## src/rtl/mt_sel_pkg.sv

```systemverilog
package mt_sel_pkg;

    typedef enum logic {
        SEL_FINE   = 1'b0,
        SEL_COARSE = 1'b1
    } sel_mode_e;

endpackage

```

## src/rtl/mt_rr_pick.sv

```systemverilog
// Rotating priority search: first requesting index after 'last', wrapping.
module mt_rr_pick #(
    parameter int N_THR = 4,
    localparam int TID_W = (N_THR > 1) ? $clog2(N_THR) : 1
) (
    input  logic [N_THR-1:0] req_i,
    input  logic [TID_W-1:0] last_i,
    output logic             found_o,
    output logic [TID_W-1:0] idx_o
);
    logic [N_THR-1:0] rot_req;
    logic [TID_W-1:0] rot_idx [N_THR];

    // rot_req[k] is the request of the thread k+1 places after 'last'
    for (genvar k = 0; k < N_THR; k++) begin : g_rot
        always_comb begin
            rot_idx[k] = TID_W'((int'(last_i) + k + 1) % N_THR);
            rot_req[k] = req_i[rot_idx[k]];
        end
    end

    always_comb begin
        found_o = 1'b0;
        idx_o   = last_i;
        for (int k = 0; k < N_THR; k++) begin
            if (!found_o && rot_req[k]) begin
                found_o = 1'b1;
                idx_o   = rot_idx[k];
            end
        end
    end

endmodule

```

## src/rtl/mt_refill_ctr.sv

```systemverilog
// Counts remaining refill bubbles after a coarse-grain switch.
module mt_refill_ctr #(
    parameter int REFILL = 2,
    localparam int CNT_W = $clog2(REFILL + 1)
) (
    input  logic clk,
    input  logic rst_n,
    input  logic clear_i,
    input  logic load_i,
    output logic busy_o
);
    localparam logic [CNT_W-1:0] LOAD_VAL = CNT_W'(REFILL - 1);

    logic [CNT_W-1:0] cnt_d, cnt_q;

    always_comb begin
        cnt_d = cnt_q;
        if (clear_i) begin
            cnt_d = '0;
        end else if (load_i) begin
            cnt_d = LOAD_VAL;
        end else if (cnt_q != '0) begin
            cnt_d = cnt_q - 1'b1;
        end
    end

    always_ff @(posedge clk or negedge rst_n) begin
        if (!rst_n) cnt_q <= '0;
        else        cnt_q <= cnt_d;
    end

    assign busy_o = (cnt_q != '0);

endmodule

```

## src/rtl/mt_issue_sel.sv

```systemverilog
module mt_issue_sel
    import mt_sel_pkg::*;
#(
    parameter int N_THR  = 4,
    parameter int REFILL = 2,
    localparam int TID_W = (N_THR > 1) ? $clog2(N_THR) : 1
) (
    input  logic             clk,
    input  logic             rst_n,
    input  logic             mode_i,
    input  logic [N_THR-1:0] ready_i,
    input  logic [N_THR-1:0] short_stall_i,
    input  logic [N_THR-1:0] long_stall_i,
    output logic [TID_W-1:0] issue_tid_o,
    output logic             issue_valid_o,
    output logic             issue_switch_o
);
    localparam logic [TID_W-1:0] TID_RST = TID_W'(N_THR - 1);

    typedef struct packed {
        logic [TID_W-1:0] tid;
        logic             valid;
        logic             sw;
    } sel_st_t;

    sel_st_t          st_d, st_q;
    sel_mode_e        mode;
    logic [N_THR-1:0] elig;
    logic             pick_found;
    logic [TID_W-1:0] pick_idx;
    logic             refill_busy;
    logic             refill_load;

    assign mode = sel_mode_e'(mode_i);
    assign elig = ready_i & ~short_stall_i & ~long_stall_i;

    mt_rr_pick #(.N_THR(N_THR)) u_pick (
        .req_i   (elig),
        .last_i  (st_q.tid),
        .found_o (pick_found),
        .idx_o   (pick_idx)
    );

    mt_refill_ctr #(.REFILL(REFILL)) u_refill (
        .clk     (clk),
        .rst_n   (rst_n),
        .clear_i (mode == SEL_FINE),
        .load_i  (refill_load),
        .busy_o  (refill_busy)
    );

    always_comb begin
        st_d        = st_q;
        st_d.valid  = 1'b0;
        st_d.sw     = 1'b0;
        refill_load = 1'b0;
        if (mode == SEL_FINE) begin
            if (pick_found) begin
                st_d.tid   = pick_idx;
                st_d.valid = 1'b1;
                st_d.sw    = (pick_idx != st_q.tid);
            end
        end else if (!refill_busy) begin
            if (long_stall_i[st_q.tid]) begin
                if (pick_found) begin
                    st_d.tid    = pick_idx;
                    st_d.sw     = 1'b1;
                    refill_load = 1'b1;
                end
            end else if (elig[st_q.tid]) begin
                st_d.valid = 1'b1;
            end
        end
    end

    always_ff @(posedge clk or negedge rst_n) begin
        if (!rst_n) begin
            st_q.tid   <= TID_RST;
            st_q.valid <= 1'b0;
            st_q.sw    <= 1'b0;
        end else begin
            st_q <= st_d;
        end
    end

    assign issue_tid_o    = st_q.tid;
    assign issue_valid_o  = st_q.valid;
    assign issue_switch_o = st_q.sw;

endmodule

```

## config.mk

```make
export PLATFORM = sky130hd
export DESIGN_NAME = mt_issue_sel
export DESIGN_NICKNAME = d
export VERILOG_FILES = /design/src/rtl/mt_sel_pkg.sv /design/src/rtl/mt_rr_pick.sv /design/src/rtl/mt_refill_ctr.sv /design/src/rtl/mt_issue_sel.sv
export SDC_FILE = /design/constraint.sdc
export NUM_CORES = 1
export LEC_CHECK = 0
export BUFFER_PORTS_ARGS = -buffer_cell sky130_fd_sc_hd__buf_2
export CAP_MARGIN = 10
export CORE_AREA = 5 5 42 44
export CTS_CLUSTER_SIZE = 14
export DETAILED_ROUTE_END_ITERATION = 12
export DIE_AREA = 0 0 47 49
export GPL_TIMING_DRIVEN = 0
export PLACE_DENSITY_LB_ADDON = 0.3
export SLEW_MARGIN = 20
export SYNTH_ARGS = -nofsm -noshare
export SYNTH_HDL_FRONTEND = slang
export SYNTH_HIERARCHICAL = 1
export SYNTH_SLANG_ARGS = --single-unit
```

## constraint.sdc

```tcl
create_clock -name clk -period 3.5 [get_ports clk]
set_clock_uncertainty 0.1 [all_clocks]
set_input_delay 0.35 -clock clk [delete_from_list [all_inputs] [get_ports clk]]
set_output_delay 0.35 -clock clk [all_outputs]
set_load 0.01 [all_outputs]
```

==> summary.txt <==
Timing
  • Final Setup Violations: 0
  • Setup ws final: 1.47 ns
  • Final period util: 0.579
  • Fmax: 493 MHz
  • Slew HR: 0.660
  • Worst-Margin Slew: 0.509 ns
  • Final min period: 2.03 ns
  • RSZ-0062 raised after global routing: false
  • Final hold violations: 0
  • Slew Limit Fails: 0
  • Post-Route Setup TNS: 0 ns

Cells and area
  • Fillers: 151
  • Commonest non-fill, non-tap cell in the layout: buf_2
  • Layout net count: 97
  • Area growth from synthesis to layout: 26.7%
  • Commonest cells after routing, fill and taps aside: buf_2 (19), inv_1 (6)
  • Finished Cell Area: 694 um2
  • Layout cells sized above 1: 0.375
  • N_diodes: 0

Global route
  • Number of global-route vias before repair: 477
  • Initial antenna violation count: 0
  • Largest net degree at the start of global routing: 9
  • First-pass GRT wire length: 1970 um
  • Gr ovfl total: 0
  • Tot GR Track Use: 0.118

Power and ir drop
  • Power Dens Cells: 700 mW/mm2
  • Leak: 0.321 nW
  • P_sw: 0.000192 W
  • Clock network power share: 0.135
  • Worst VDD drop: 0.339 mV
  • Switch share: 0.394
  • Logic pwr share: 0.586
  • P_int: 0.000294 W
  • Reg power frac: 0.280

Worst hold path
  • Min-Delay Path Class: primary input to register
  • Hold path depth: 3
  • Hold wc startpoint: mode_i
  • Min-Delay Endpoint: u_refill/cnt_q[1]$_DFFE_PN0P_

Synth
  • Ranking of synthesized cells by area: dfrtp_1 (18%), dfstp_2 (9.6%), mux2i_1 (7.3%), nor3b_1 (5.5%), a2111oi_4 (5.0%)
  • Largest area contributor in the netlist: dfrtp_1
  • Main synth FF type: dfrtp_1
  • Cell Area, Synth: 548 um2
  • Post-synth EDFFs: 0
  • Mapped Avg Cell Area: 9.61 um2
  • Top-area cell type share of the netlist area: 0.183
  • Distinct cell type count of the synthesized netlist: 31
  • Post-synthesis sequential area ratio: 0.279
  • Async SR Flop Fraction: 1.00
  • Syn. warnings: 6
  • Synth Instances: 57
  • Syn Nets: 73
  • FF+latch count, synth: 6

Routing
  • Vias/cell: 5.03
  • Per-cell routed wire length: 11.7 um
  • Final ANT Viol Nets: 0
  • Vias: 483
  • Pre-antenna DRT Iters: 4
  • Post-route DRC violation count: 0
  • Final WL: 1120 um
  • Initial detailed-routing violation count: 5

Clocking
  • Worst-path clk slew: 0.05 ns
  • TritonCTS Buffers: 3
  • Root Buffer: clkbuf_4
  • CTS tree: yes
  • Post-cts resize count: 0
  • H-tree levels: 1
  • Clock sinks: 6
  • Clk buf depth: 2
  • Clk_lat worst skew: 0.24 ns

Die
  • Area of the core: 0.00140 mm2
  • Die Ht: 49 um
  • IO Pins: 19
  • Row cnt: 14
  • Starting density of the core: 0.391
  • Total Die Area: 0.00230 mm2
  • Die W: 47 um

Placed design
  • Placement Cell Area: 658 um2
  • DP HPWL: 944 um
  • Setup WS pre-CTS: 1.24 ns
  • Port Buffers: 18
  • Final Wtd Congestion: 0.716

Setup path
  • WS Path Type: primary input to register
  • R2R cell count: 5
  • Worst-path fanout max: 5
  • Largest stage delay on the critical path: 0.45 ns
  • Worst Setup End Kind: register
  • Crit path max-delay cell type: nor3b_1
  • R2R Path End: u_refill/cnt_q[1]$_DFFE_PN0P_
  • Worst EP arrival: 2.08 ns
  • Setup crit start kind: primary input
  • Reg-to-reg slack, setup: 1.48 ns
  • WP data required: 3.56 ns
  • CP cell instances: buf_2 -> nor3b_1 -> nor2_1 -> nand2_1 -> or3b_1 -> o221ai_2 -> mux2_1
  • Worst r2r src: issue_tid_o[1]$_DFFE_PN1P_

Job
  • Max-Cap Viols: 0

Run status
  • Outcome: completed
-- cell families (layout without fill, tap and decap cells) --
kind of cell,Yosys count,count (layout),synth area share
AOI/OAI and AO/OA,11,11,0.187
DFF,6,6,0.279
muxes,7,7,0.139
and+or+nand+nor,21,21,0.253
xor gates and xnor gates,3,3,0.0480
buffers and inverters,8,31,0.0708
adders and majority gates,1,1,0.0228
-- per-layer routing --
metal  part of all wire  up-vias  global-route usage
met5                  0        -                   0
met4                  0        0              0.0691
met3              0.058        0              0.0221
met2               0.49       11               0.183
met1               0.45      215               0.143
li1                   -      257                   -
-- final cells by class --
| cell class | instances | area [um2] | area share |
|---|---|---|---|
| Multi-Input combinational cell | 43 | 357 | 0.514 |
| Sequential cell | 6 | 153 | 0.220 |
| Timing Repair Buffer | 19 | 100 | 0.144 |
| Clock buffer | 4 | 26.3 | 0.0378 |
| Inverter | 6 | 22.5 | 0.0324 |
| Tap cell | 16 | 20.0 | 0.0288 |
| Buffer | 2 | 16.3 | 0.0234 |
-- flip-flops by register name, summed over array words and instances (netlist names) --
| name | count |
|---|---|
| issue_valid_o | 1 |
| u_refill/cnt_q | 2 |
| issue_tid_o | 2 |
| issue_switch_o | 1 |
-- metrics by stage --
stage	hold WS, ns	power [W]	util	cells
finish	0.306	0.000486	0.496	96
floorplan	-0.0456	0.000361	-	57
detailed placement	0.0728	0.000423	0.470	91
global placement	0.0732	0.000415	0.470	91
CTS	0.297	0.000494	0.496	96
global route	0.313	0.000536	0.496	96
-- power by group through the flow --
| stage | registers (W) | logic (W) | clock network (W) |
|---|---|---|---|
| after global placement | 0.000136 | 0.000280 | 0 |
| after detailed placement | 0.000137 | 0.000286 | 0 |
| after CTS | 0.000136 | 0.000288 | 0.0000703 |
| after floorplan | 0.000141 | 0.000219 | 0 |
| after global routing | 0.000140 | 0.000318 | 0.0000777 |
| final | 0.000136 | 0.000285 | 0.0000654 |
-- worst max-delay path by stage --
stage / start / end / slack, ns / depth (start not counted)
5_1_grt: issue_tid_o[1]$_DFFE_PN1P_ / u_refill/cnt_q[1]$_DFFE_PN0P_ / 1.32 / 5
6_report: short_stall_i[3] / issue_tid_o[1]$_DFFE_PN1P_ / 1.47 / 7
3_5_place_dp: short_stall_i[2] / issue_tid_o[1]$_DFFE_PN1P_ / 1.24 / 7
2_1_floorplan: short_stall_i[0] / issue_tid_o[0]$_DFFE_PN1P_ / 1.54 / 6
4_1_cts: short_stall_i[2] / issue_tid_o[1]$_DFFE_PN1P_ / 1.47 / 7
3_3_place_gp: short_stall_i[2] / issue_tid_o[0]$_DFFE_PN1P_ / 1.25 / 7
-- cell usage after synthesis, types with 2 or more instances --
library cell  instances
a21oi_1               4
dfrtp_1               4
dfstp_2               2
inv_1                 6
mux2_1                2
mux2i_1               4
nand2_1               4
nand2b_1              2
nand3b_1              2
nor2_1                2
nor3b_1               4
xnor2_1               2
-- critical path: cells and delay by family --
family / cells / cell delay [ns]
and+or+nand+nor: 4 / 1.07
muxes: 1 / 0.34
buffers and inverters: 1 / 0.10
AOI/OAI and AO/OA: 1 / 0.21
-- timing repair --
action                                 in CTS  in global routing
setup endpoints to repair                   0                  0
endpoints found under the hold margin       4                  0
hold buffers                                1                  0
buffers inserted                            0                  0
No activity file was read; power rests on OpenSTA's default activity.
